==> src/rtl/bcd_ctr_pkg.sv <==
package bcd_ctr_pkg;
  localparam int MAX_DIGITS = 8;
  localparam int MAX_W      = 4 * MAX_DIGITS;

  // Decimal digits of a non-negative integer, least significant digit in the low nibble.
  function automatic logic [MAX_W-1:0] int_to_bcd(input int unsigned v);
    logic [MAX_W-1:0] r;
    int unsigned      rest;
    r    = '0;
    rest = v;
    for (int i = 0; i < MAX_DIGITS; i++) begin
      r[4*i +: 4] = 4'(rest % 10);
      rest        = rest / 10;
    end
    return r;
  endfunction

  // One decimal step of a single digit; up selects +1, otherwise -1.
  function automatic logic [3:0] digit_step(input logic [3:0] d, input logic up);
    if (up) return (d == 4'd9) ? 4'd0 : d + 4'd1;
    else    return (d == 4'd0) ? 4'd9 : d - 4'd1;
  endfunction
endpackage

==> src/rtl/bcd_digit_stage.sv <==
module bcd_digit_stage
  import bcd_ctr_pkg::*;
(
  input  logic       clk,
  input  logic       rst_n,
  input  logic       up_i,
  input  logic       dn_i,
  input  logic       wr_i,
  input  logic [3:0] wr_val_i,
  output logic [3:0] q_o,
  output logic       carry_o,
  output logic       borrow_o
);
  logic [3:0] q;

  always_ff @(posedge clk or negedge rst_n) begin
    if (!rst_n)    q <= 4'd0;
    else if (wr_i) q <= wr_val_i;
    else if (up_i) q <= digit_step(q, 1'b1);
    else if (dn_i) q <= digit_step(q, 1'b0);
  end

  assign carry_o  = up_i && (q == 4'd9);
  assign borrow_o = dn_i && (q == 4'd0);
  assign q_o      = q;
endmodule

==> src/rtl/bcd_to_bin.sv <==
module bcd_to_bin #(
  parameter int DIGITS = 3,
  parameter int BIN_W  = 8
) (
  input  logic [4*DIGITS-1:0] digits_i,
  output logic [BIN_W-1:0]    bin_o
);
  logic [31:0] acc;

  always_comb begin
    acc = 32'd0;
    for (int i = DIGITS - 1; i >= 0; i--) begin
      acc = acc * 32'd10 + 32'(digits_i[4*i +: 4]);
    end
    bin_o = BIN_W'(acc);
  end
endmodule

==> src/rtl/bcd_updown_counter.sv <==
module bcd_updown_counter
  import bcd_ctr_pkg::*;
#(
  parameter int DIGITS    = 3,
  parameter int MAX_VALUE = 255,
  localparam int DW       = 4 * DIGITS,
  localparam int BIN_W    = $clog2(MAX_VALUE + 1)
) (
  input  logic             clk,
  input  logic             rst_n,
  input  logic             inc_i,
  input  logic             dec_i,
  input  logic             clr_i,
  input  logic             load_i,
  input  logic [DW-1:0]    load_digits_i,
  output logic [DW-1:0]    digits_o,
  output logic             zero_o,
  output logic [BIN_W-1:0] value_bin_o
);
  localparam logic [MAX_W-1:0] LIMIT_WIDE = int_to_bcd(MAX_VALUE);
  localparam logic [DW-1:0]    LIMIT_BCD  = LIMIT_WIDE[DW-1:0];

  // Named internal events, visible to the bound checker.
  logic          step_up, step_dn;
  logic          at_limit, at_zero;
  logic          wrap_up, wrap_dn;
  logic          write_all;
  logic [DW-1:0] write_val;
  logic [DIGITS-1:0] up_chain, dn_chain;
  logic [DIGITS-1:0] carry_vec, borrow_vec;
  logic          ripple_overflow;

  assign step_up  = inc_i && !dec_i && !clr_i && !load_i;
  assign step_dn  = dec_i && !inc_i && !clr_i && !load_i;
  assign at_limit = (digits_o == LIMIT_BCD);
  assign at_zero  = (digits_o == '0);
  assign wrap_up  = step_up && at_limit;
  assign wrap_dn  = step_dn && at_zero;

  // Wrap is performed as a digit-wise load of a constant pattern.
  assign write_all = clr_i || load_i || wrap_up || wrap_dn;
  always_comb begin
    if (clr_i)        write_val = '0;
    else if (load_i)  write_val = load_digits_i;
    else if (wrap_dn) write_val = LIMIT_BCD;
    else              write_val = '0;
  end

  assign up_chain[0] = step_up && !at_limit;
  assign dn_chain[0] = step_dn && !at_zero;

  for (genvar g = 0; g < DIGITS; g++) begin : g_digit
    bcd_digit_stage u_stage (
      .clk      (clk),
      .rst_n    (rst_n),
      .up_i     (up_chain[g]),
      .dn_i     (dn_chain[g]),
      .wr_i     (write_all),
      .wr_val_i (write_val[4*g +: 4]),
      .q_o      (digits_o[4*g +: 4]),
      .carry_o  (carry_vec[g]),
      .borrow_o (borrow_vec[g])
    );
    if (g < DIGITS - 1) begin : g_link
      assign up_chain[g+1] = carry_vec[g];
      assign dn_chain[g+1] = borrow_vec[g];
    end
  end

  // A ripple out of the top digit would mean the limit logic failed.
  assign ripple_overflow = carry_vec[DIGITS-1] || borrow_vec[DIGITS-1];

  assign zero_o = at_zero;

  bcd_to_bin #(.DIGITS(DIGITS), .BIN_W(BIN_W)) u_conv (
    .digits_i (digits_o),
    .bin_o    (value_bin_o)
  );
endmodule

==> config.mk <==
export PLATFORM = sky130hd
export DESIGN_NAME = bcd_updown_counter
export DESIGN_NICKNAME = d
export VERILOG_FILES = /design/src/rtl/bcd_ctr_pkg.sv /design/src/rtl/bcd_digit_stage.sv /design/src/rtl/bcd_to_bin.sv /design/src/rtl/bcd_updown_counter.sv
export SDC_FILE = /design/constraint.sdc
export NUM_CORES = 1
export LEC_CHECK = 0
export ABC_AREA = 0
export BUFFER_PORTS_ARGS = -buffer_cell sky130_fd_sc_hd__buf_2
export CAP_MARGIN = 25
export CORE_MARGIN = 2
export CORE_UTILIZATION = 55
export CTS_CLUSTER_DIAMETER = 30
export DETAILED_ROUTE_END_ITERATION = 12
export PLACE_DENSITY = 0.8
export RECOVER_POWER = 25
export SLEW_MARGIN = 20
export SYNTH_ARGS = -nofsm -noshare
export SYNTH_HDL_FRONTEND = slang
export SYNTH_SLANG_ARGS = --single-unit
export TNS_END_PERCENT = 5
==> constraint.sdc <==
create_clock -name clk -period 5.85 [get_ports clk]
set_input_delay 1.755 -clock clk [delete_from_list [all_inputs] [get_ports clk]]
set_output_delay 1.755 -clock clk [all_outputs]
set_load 0.02 [all_outputs]
Word-level counts from Yosys, hierarchy flattened
Index checks and enable logic that the tools add are counted.

Bits of input ports: 18. Output and inout port bits: 21. Logic and storage cells: 65. Bits in registers: 12.

Equal/unequal tests: 4. $add $sub $neg: 8. Reduce and logical (&&, ||, !) cells: 30. Mux-type cells: 18. Multiply operators: 2.

Operators by type and width (number): $mux 4 (15); $add 32x4->32 (1); $mul 32x3->7 const B (1); $mux 12 (2); $logic_and 1x1->1 (14); $add 4x1->4 const B (3); $eq 12x10->1 const B (1); $eq 4x4->1 const B (3); $logic_not 12->1 (1); $logic_not 4->1 (3); $sub 4x1->4 const B (3); $mux 10 (1); $reduce_bool 3->1 (3); $add 8x4->8 (1); $mul 4x3->7 const B (1); $logic_not 1->1 (6); $logic_or 1x1->1 (3).

Logic depth before layout (Yosys ltp)
Depth in word-level cells: 10. Mapped depth: 12. Mapped depth without buffers: 12.

Hierarchy
From an unflattened synthesis, not the netlist that was laid out.

Cells, all modules: 220. Area total of the unflattened synthesis: 1844.3 µm².

Modules (own cells, without submodules): bcd_digit_stage (sequential area each 100.1 µm², cells an instance 45, area an instance 369.1 µm², times used 3); bcd_to_bin (sequential area each 0.0 µm², cells an instance 51, area an instance 505.5 µm², times used 1); bcd_updown_counter (sequential area each 0.0 µm², cells an instance 34, area an instance 231.5 µm², times used 1).

Worst setup path before layout
Ideal clock, no wire load.

Kind: flip-flop to output port. Start point: register g_digit[2].u_stage.q[2]. End point: output port value_bin_o[7]. Required time: 4.095 ns. Buffers on the path: 0. Setup slack: 0.770 ns. Arrival: 3.325 ns. Stages on the path, launching flop included: 12. Cells stage by stage: dfrtp_1 ha_1 ha_1 a21oi_1 xnor2_1 ha_1 fa_1 xor2_1 nand4_1 xor2_1 xnor2_1 xnor2_1.

Word-level cells in the longest chain between the ends: 4.

Ends and longest elaborated chain: start: declaration (line bcd_digit_stage.sv:14) `logic [3:0] q;`; start signal: assignment (line bcd_digit_stage.sv:18) `else if (wr_i) q <= wr_val_i;`; start signal: assignment (line bcd_digit_stage.sv:19) `else if (up_i) q <= digit_step(q, 1'b1);`; start signal: assignment (line bcd_digit_stage.sv:20) `else if (dn_i) q <= digit_step(q, 1'b0);`; $mul 4x3->7 (line bcd_to_bin.sv:13) `acc = acc * 32'd10 + 32'(digits_i[4*i +: 4]);`; $add 32x4->32 (line bcd_to_bin.sv:13); $mul 32x3->7 (line bcd_to_bin.sv:13); $add 8x4->8 (line bcd_to_bin.sv:13); end: declaration (line bcd_updown_counter.sv:18) `output logic [BIN_W-1:0] value_bin_o`.

No other way between the ends.

Worst setup path in the final report
Start point: register g_digit[2].u_stage.q[3]. End point: output port value_bin_o[7].

The elaborated chain is that of the path after synthesis.

==> impl_metrics.toml <==
[outcome]
status = "complete, no violations"

[timing]
finalSetupViolCount = 0
fin_setup_tns_ns = 0
worst_pin_slew_ns = 0.787
finalCritPeriodShare_pct = 93.6
maxSlewViolCount = 0
hold_violations = 0
relSlewSlack_pct = 47.4
max_freq_ghz = 0.183
setup_slack_ns = 0.372
finClkSkew_ns = 0.00820
period_minus_slack_ns = 5.48
rsz0062_at_grt = "false"

[detailed_routing]
first_pass_iters = 4
via_count = 1792
drcViolationCount = 0
avgRoutedWirePerCell_um = 16.0
drt_iter0_drc = 107
viasPerCell = 6.38
drtAntennaViolNets = 0
routed_wl_um = 4490

[global_routing]
grt_pass1_vias = 1597
grt_overflow = 0
grt_max_degree = 17
antenna_found_initial = 0
grt_pass1_wl_um = 7310
grt_use_total_pct = 25.6

[placement]
gp_congestion = 0.810
dp_hpwl_um = 3400
port_buffers = 38
dp_slack_ns = 0.557
dp_cells = 277

[power]
peakVddDrop_mv = 0.142
power_density_nw_per_um2 = 281
power_leakage_uw = 0.000951

[logic_synthesis]
synthTopCellsByArea = "dfrtp_1 17%, ha_1 11%, fa_1 4.4%, xnor2_1 4.3%, nand2_1 4.1%"
syn-num-nets = 245
syn_area_um2 = 1820
ys_warn_count = 0
ys.flop_type = "dfrtp_1"
synth_compound_area_share_pct = 20.1
synth_top_area_share_pct = 16.5
synth_top_family_by_area = "simple AND/OR/NAND/NOR gates"
yosys.area_share.simple_pct = 29.7
synth-seq-cells = 12
seq_area_frac_synth_pct = 16.5
netlist_top_cells_count = "20 x nand2_1, 16 x ha_1, 12 x dfrtp_1, 11 x nor2_1, 9 x xnor2_1"
synth_xor_area_share_pct = 7.72
synthCells = 207
synthAdderAreaFrac_pct = 15.4
synth_largest_area_cell = "dfrtp_1"
synth.distinct_cells = 59
async_reset_ff_share_pct = 100
synth.area.mux_share_pct = 6.55
syn_area_per_cell_um2 = 8.77
synth_edf_count = 0
synth_most_common_cell = "nand2_1"

[clocking]
htreeDepth = 1
cts.clk_slew.worst_paths_ns = 0.10
clk_path_buf_depth = 2
cts_made_buffers = 3
cts_tree = "yes"
cts-root-buf = "clkbuf_4"
cts-hold-fix-buffers = 0
clk_latency_ns = 0.30
clock-sinks = 12

[floorplanning]
die_area_um2 = 3780
die_h_um = 61.5
core_um2 = 3100
fp-row-count = 20
die_width_um = 61.5
initial_utilization_pct = 58.5
io_pins = 39

[layout]
drive_gt1_share_pct = 26.2
antennaDiodeCount = 0
syn2layout_area_growth_pct = 12.1
final_util_pct = 65.6
largest_register_ffs = 12
nets = 276
fin_cells = 281

[critical_path]
cp.required_ns = 4.09
arrival_ns = 3.72
start_kind = "register"
end_kind = "output pin"
worstSetupPathType = "reg -> out"
crit_path_max_fanout = 13

[worst_hold_path]
hp-class = "reg -> reg"

[flow_run]
max_cap_violations = 0
-- critical path: stages, from the launching register on --
cell     delay [ns]
dfrtp_1        0.58
ha_1           0.31
ha_1           0.21
fa_1           0.47
xnor2_1        0.15
ha_1           0.30
ha_1           0.32
xor2_1         0.24
nand4_1        0.14
xor2_1         0.19
xnor2_1        0.20
xnor2_1        0.13
buf_2          0.17
-- report_power, final --
| part | switching (uW) | internal, uW |
|---|---|---|
| registers | 33.2 | 91.5 |
| clock network | 36.6 | 38.0 |
| logic | 214 | 160 |
| total | 283 | 289 |
-- final timing paths --
check                      slack [ns]                        end                       from  cells past startpoint
min                              0.75  g_digit[1].u_stage.q_o[2]  g_digit[1].u_stage.q_o[2]                      2
min reg2reg                      0.75  g_digit[1].u_stage.q_o[2]  g_digit[1].u_stage.q_o[2]                      2
max                              0.37             value_bin_o[7]  g_digit[2].u_stage.q_o[3]                     12
min in group asynchronous        1.47  g_digit[1].u_stage.q_o[0]                      rst_n                      1
max reg2reg                      3.54  g_digit[2].u_stage.q_o[1]  g_digit[0].u_stage.q_o[2]                      5
max in group asynchronous        3.90  g_digit[2].u_stage.q_o[1]                      rst_n                      1
-- cells in the final DEF, fill, tap and decap left out, drive strengths merged, types with 6 or more instances in the layout --
cell type | Yosys | layout
a21o | 7 | 7
a21oi | 7 | 7
buf | 4 | 37
dfrtp | 12 | 12
ha | 16 | 16
nand2 | 21 | 21
nor2 | 12 | 12
nor3 | 8 | 8
o21ai | 9 | 9
o31ai | 6 | 6
xnor2 | 9 | 9
xor2 | 7 | 7
-- per-layer routing --
metal  routed length (um)  share of wire [%]  GRT usage (%)  vias to the layer above
met5                    0                  0              0                        -
met4                  102                2.3           8.51                        0
met3                  323                7.2           1.26                       10
met2                 2110                 47           43.3                       88
met1                 1950                 44           35.0                      839
li1                     -                  -              -                      855
-- what timing repair did --
item,4_1_cts,5_1_grt
buffers inserted,0,0
gates resized for setup,0,1
setup endpoints to repair,0,1
-- stage by stage --
| step | hold WS, ns | cell area, um2 | power (uW) |
|---|---|---|---|
| 5_1_grt | 0.837 | 2040 | 620 |
| 2_1_floorplan | 0.758 | 1820 | 408 |
| 4_1_cts | 0.756 | 2040 | 572 |
| 3_5_place_dp | 0.747 | 2000 | 499 |
| 6_report | 0.753 | 2040 | 573 |
| 3_3_place_gp | 0.732 | 2000 | 490 |
-- cells by family after synthesis --
group / after synthesis
compound gates: 50
xor+xnor: 16
fa+ha+maj: 20
buf+inv: 15
flops: 12
mux: 10
simple gates: 84
-- layout make-up --
type	instances	area [um2]
Tap cell	44	55.1
Multi-Input combinational cell	180	1440
Sequential cell	12	302
Fill cell	292	1070
Clock buffer	4	36.3
Timing Repair Buffer	38	189
Inverter	3	11.3
(Power assumes the default switching activity.)
